==> config.mk <==
export PLATFORM = sky130hd
export DESIGN_NAME = burst_ofs_gen
export DESIGN_NICKNAME = d
export VERILOG_FILES = /design/src/rtl/burst_ofs_pkg.sv /design/src/rtl/burst_beat_ctr.sv /design/src/rtl/burst_ofs_map.sv /design/src/rtl/burst_ofs_gen.sv
export SDC_FILE = /design/constraint.sdc
export NUM_CORES = 1
export LEC_CHECK = 0
export ABC_CLOCK_PERIOD_IN_PS = 1900
export BUFFER_PORTS_ARGS = -buffer_cell sky130_fd_sc_hd__buf_2
export CAP_MARGIN = 20
export CORE_AREA = 2 2 39 41
export CTS_BUF_LIST = sky130_fd_sc_hd__clkbuf_16
export DETAILED_ROUTE_END_ITERATION = 6
export DIE_AREA = 0 0 41 43
export PLACE_DENSITY_LB_ADDON = 0.3
export SETUP_SLACK_MARGIN = 0.3
export SYNTH_ARGS = -nofsm -noshare
export SYNTH_HDL_FRONTEND = slang
export SYNTH_SLANG_ARGS = --single-unit
==> constraint.sdc <==
create_clock -name clk -period 1.9 [get_ports clk]
set_clock_uncertainty 0.15 [all_clocks]
set_input_delay 0.19 -clock clk [delete_from_list [all_inputs] [get_ports clk]]
set_output_delay 0.19 -clock clk [all_outputs]
set_load 0.02 [all_outputs]
==> src/rtl/burst_ofs_pkg.sv <==
package burst_ofs_pkg;

  typedef enum logic {
    ORD_INCR = 1'b0,
    ORD_XOR  = 1'b1
  } burst_order_e;

endpackage

==> src/rtl/burst_beat_ctr.sv <==
module burst_beat_ctr #(
  parameter int OFS_W = 2
) (
  input  logic             clk,
  input  logic             rst_n,
  input  logic             load,
  input  logic             advance,
  input  logic [OFS_W-1:0] start_in,
  output logic [OFS_W-1:0] start_q,
  output logic [OFS_W-1:0] beat_q,
  output logic             step_pulse
);

  localparam logic [OFS_W-1:0] LAST_BEAT = {OFS_W{1'b1}};

  // named internal events, also used by the assertions
  logic do_load;
  logic do_step;

  assign do_load = load;
  assign do_step = advance && !load;

  always_ff @(posedge clk) begin
    if (!rst_n) begin
      start_q    <= '0;
      beat_q     <= '0;
      step_pulse <= 1'b0;
    end else begin
      if (do_load) begin
        start_q <= start_in;
        beat_q  <= '0;
      end else if (do_step) begin
        beat_q <= beat_q + 1'b1;
      end
      step_pulse <= do_step;
    end
  end

  // load has priority, the beat count restarts
  a_r9_load_wins: assert property (@(posedge clk) disable iff (!rst_n)
    (load && advance) |=> (beat_q == '0));

  // without strobes the state is frozen
  a_r7_hold_state: assert property (@(posedge clk) disable iff (!rst_n)
    (!load && !advance) |=> ($stable(beat_q) && $stable(start_q)));

  // the last beat wraps to beat zero
  a_r8_wrap: assert property (@(posedge clk) disable iff (!rst_n)
    (do_step && beat_q == LAST_BEAT) |=> (beat_q == '0));

  // pulse follows accepted steps only
  a_r10_pulse_on_step: assert property (@(posedge clk) disable iff (!rst_n)
    (advance && !load) |=> step_pulse);
  a_r10_quiet: assert property (@(posedge clk) disable iff (!rst_n)
    !(advance && !load) |=> !step_pulse);

endmodule

==> src/rtl/burst_ofs_map.sv <==
module burst_ofs_map
  import burst_ofs_pkg::*;
#(
  parameter int OFS_W = 2
) (
  input  burst_order_e     order,
  input  logic [OFS_W-1:0] start_q,
  input  logic [OFS_W-1:0] beat_q,
  output logic [OFS_W-1:0] ofs
);

  function automatic logic [OFS_W-1:0] incr_ofs(input logic [OFS_W-1:0] s,
                                                input logic [OFS_W-1:0] b);
    return s + b;
  endfunction

  function automatic logic [OFS_W-1:0] xor_ofs(input logic [OFS_W-1:0] s,
                                               input logic [OFS_W-1:0] b);
    return s ^ b;
  endfunction

  always_comb begin
    unique case (order)
      ORD_XOR: ofs = xor_ofs(start_q, beat_q);
      default: ofs = incr_ofs(start_q, beat_q);
    endcase
  end

  // in XOR order, beat zero always reproduces the start
  always_comb begin
    if (order == ORD_XOR && beat_q == '0)
      a_r4_xor_base: assert (ofs == start_q);
  end

endmodule

==> src/rtl/burst_ofs_gen.sv <==
module burst_ofs_gen
  import burst_ofs_pkg::*;
#(
  parameter int OFS_W = 2
) (
  input  logic             clk,
  input  logic             rst_n,
  input  logic             order_il,
  input  logic             load,
  input  logic             advance,
  input  logic [OFS_W-1:0] start_ofs,
  output logic [OFS_W-1:0] ofs,
  output logic             beat_done
);

  logic [OFS_W-1:0] start_q;
  logic [OFS_W-1:0] beat_q;
  burst_order_e     order;

  assign order = burst_order_e'(order_il);

  burst_beat_ctr #(.OFS_W(OFS_W)) u_ctr (
    .clk        (clk),
    .rst_n      (rst_n),
    .load       (load),
    .advance    (advance),
    .start_in   (start_ofs),
    .start_q    (start_q),
    .beat_q     (beat_q),
    .step_pulse (beat_done)
  );

  burst_ofs_map #(.OFS_W(OFS_W)) u_map (
    .order   (order),
    .start_q (start_q),
    .beat_q  (beat_q),
    .ofs     (ofs)
  );

  // a load shows the captured offset in the next cycle
  a_r5_load_first: assert property (@(posedge clk) disable iff (!rst_n)
    load |=> (ofs == $past(start_ofs)));

  // increment order steps the offset by one
  a_r3_incr_step: assert property (@(posedge clk) disable iff (!rst_n)
    (!order_il && advance && !load) |=> (order_il || ofs == $past(ofs) + 1'b1));

  // suspend keeps the offset while the order is unchanged
  a_r7_hold_ofs: assert property (@(posedge clk) disable iff (!rst_n)
    (!load && !advance) |=> (!$stable(order_il) || $stable(ofs)));

endmodule

==> results_dict.tcl <==
set metrics [dict create \
    avgViaCountPerCell 3.52 \
    setup_slack_ns 0.421 \
    p_leak_nw 0.172 \
    post_cts_buffers 0 \
    die_h_um 43 \
    numCtsBuffers 3 \
    fillers 149 \
    fin_nets 43 \
    cts_sinks 5 \
    synth-compound-area-share 0.0833 \
    grt_max_degree 5 \
    slew_viol_final 0 \
    synth_top_family_by_area "simple AND/OR/NAND/NOR gates" \
    slowest_delay_ns 0.34 \
    drive_above_1_share 0.412 \
    antenna_cells 0 \
    post-route-util 0.267 \
    rows 14 \
    grt.total_usage 0.0663 \
    rsz0062_at_grt "no" \
    yosys_warnings 0 \
    crit_buf_inv 1 \
    syn_area_sq_um 225 \
    clock_path_buffers 2 \
    max-slew-margin-rel 0.896 \
    start_util 0.163 \
    critical_path_class "flop to output pin" \
    place_inst 46 \
    postRouteAntennaNets 0 \
    coreArea_sq_um 1380 \
    grt_pass1_wl_um 690 \
    maxCapViolations 0 \
    syn-num-nets 30 \
    cp_cell_sequence "ha_1 > nor2b_1 > xnor2_1 > buf_4" \
    die-area_sq_um 1760 \
    gp_congestion 0.600 \
    synth.area.top_cells "dfxtp_1 (44%), xnor2_1 (12%), mux2i_1 (8.9%), nor2b_1 (8.3%), ha_1 (5.6%)" \
    route.detailed.drc 0 \
    tns_ns 0 \
    post_layout_nonfiller_instances 50 \
    crit_path_start_kind "flop" \
    antenna_found_initial 0 \
    met3_usage 0.0314 \
    fin_crit_sh 0.778 \
    hold_viol_final 0 \
    synth_top_cell_area_share 0.444 \
    wl_per_cell_um 8.14 \
    synth_xor_area_frac 0.117 \
    worstMarginPinSlew_ns 0.156 \
    cp_slowest_cell "dfxtp_2" \
    final_common_cell "buf_2" \
    die_w_um 41 \
    grt_pass1_vias 177 \
    cts_tree "done" \
    cts-root-buf "clkbuf_16" \
    synth_top_cell_by_area "dfxtp_1" \
    final_cell_mix "buf_2 (8), dfxtp_1 (4), xnor2_1 (3), nor2b_1 (3), clkbuf_16 (3)" \
    path_clk_slew_ns 0.03 \
    top_usage_layer "met2" \
    dr_total_vias 176 \
    syn_area_per_cell_sq_um 10.2 \
    fmax_mhz 676 \
    synth.distinct_cells 12 \
    cp-end-kind "output pin" \
    drtPass1Iterations 3 \
    yosysSeqAreaShare 0.444 \
    critical-path-top-delay-family "flip-flops" \
    pre_cts_slack_ns 0.585 \
    met1_usage 0.0548 \
    grt.overflow.total 0 \
    wirelength_um 407 \
    area_growth_pct 63.9 \
    ff2ff_setup_slack_ns 1.02 \
    synth-simple-area-share 0.178 \
    hold_class "input port to flop" \
    setup_viol 0 \
    drtIter0Drc 1 \
    status "complete, no violations" \
    synth.area.mux_share 0.0889 \
    pin_count 10 \
    ys_ff_latch 5 \
    io_buffers 9 \
    crit_fanout 4 \
    synth_cells 22 \
    use_met2 0.0969 \
    powerDensity_nw_per_um2 1330 \
    htree_levels 1 \
    insertion_delay_ns 0.23 \
    synth-adder-area-share 0.0556 \
    required_ns 1.56 \
    hpwl_um 305 \
    crit_arrival_ns 1.14 \
    peakVddDrop_v 0.000291 \
    fin_crit_ns 1.48 \
]
## layout make-up
type | instances | area [sq um] | area share
repair buffers | 9 | 47.5 | 0.129
well taps | 16 | 20.0 | 0.0542
clock inverters | 1 | 3.75 | 0.0102
flip-flops and latches | 5 | 101 | 0.275
multi-input cells | 15 | 118 | 0.319
inverters | 1 | 3.75 | 0.0102
clock buffers | 3 | 75.1 | 0.203
## power breakdown
group | internal [W] | switching (W) | total (W)
combinational | 0.0000178 | 0.0000175 | 0.0000353
sequential | 0.000111 | 0.00000329 | 0.000114
clock | 0.000273 | 0.0000689 | 0.000341
total | 0.000401 | 0.0000897 | 0.000491
## routing by layer
metal  part of all wire  vias to the layer above
li1                   -                       93
met1               0.39                       77
met2               0.54                        4
met3              0.022                        2
met4              0.047                        0
met5                  0                        -
## synthesized netlist by cell type
master	count
a21bo_1	1
a21oi_2	1
clkbuf_1	1
dfxtp_1	5
ha_1	1
inv_1	1
mux2i_1	2
nand2b_1	1
nand3b_1	1
nor2_1	2
nor2b_1	3
xnor2_1	3
## tightest hold or removal path, delay by kind of cell
kind | cells | cell delay [ns]
AND/OR/NAND/NOR | 1 | 0.03
buffers and inverters | 2 | 0.17
## flip-flops by register name, indices dropped and copies added (netlist names)
register / count
u_ctr.beat_q: 2
u_ctr.start_q: 2
u_ctr.step_pulse: 1
## worst paths after layout
check | endpoint | start | cells after the start
hold reg to reg | u_ctr.beat_q[1] | u_ctr.beat_q[0] | 2
setup reg to reg | u_ctr.beat_q[1] | u_ctr.beat_q[1] | 2
hold / removal | u_ctr.step_pulse | advance | 3
setup / recovery | ofs[1] | u_ctr.beat_q[0] | 4
## cells by family after synthesis
| group | Yosys count |
|---|---|
| adder cells (fa/ha/maj) | 1 |
| flip-flops | 5 |
| multiplexers | 2 |
| buffers and inverters | 2 |
| XOR/XNOR | 3 |
| AND/OR/NAND/NOR | 7 |
| AO/OA/AOI/OAI | 2 |
## timing repair
item / 4_1_cts / 5_1_grt
hold buffers: 0 / 0
setup endpoints to repair: 0 / 1
gates resized for setup: 0 / 2
## per-stage QoR
stage | total power [W] | hold WS, ns | cell area (sq um)
after floorplan | 0.000136 | 0.152 | 225
after global placement | 0.000150 | 0.299 | 287
after detailed placement | 0.000150 | 0.299 | 287
after CTS | 0.000497 | 0.0686 | 365
after global routing | 0.000508 | 0.0857 | 369
final | 0.000491 | 0.0669 | 369
Power figures use the tool's default switching activity.
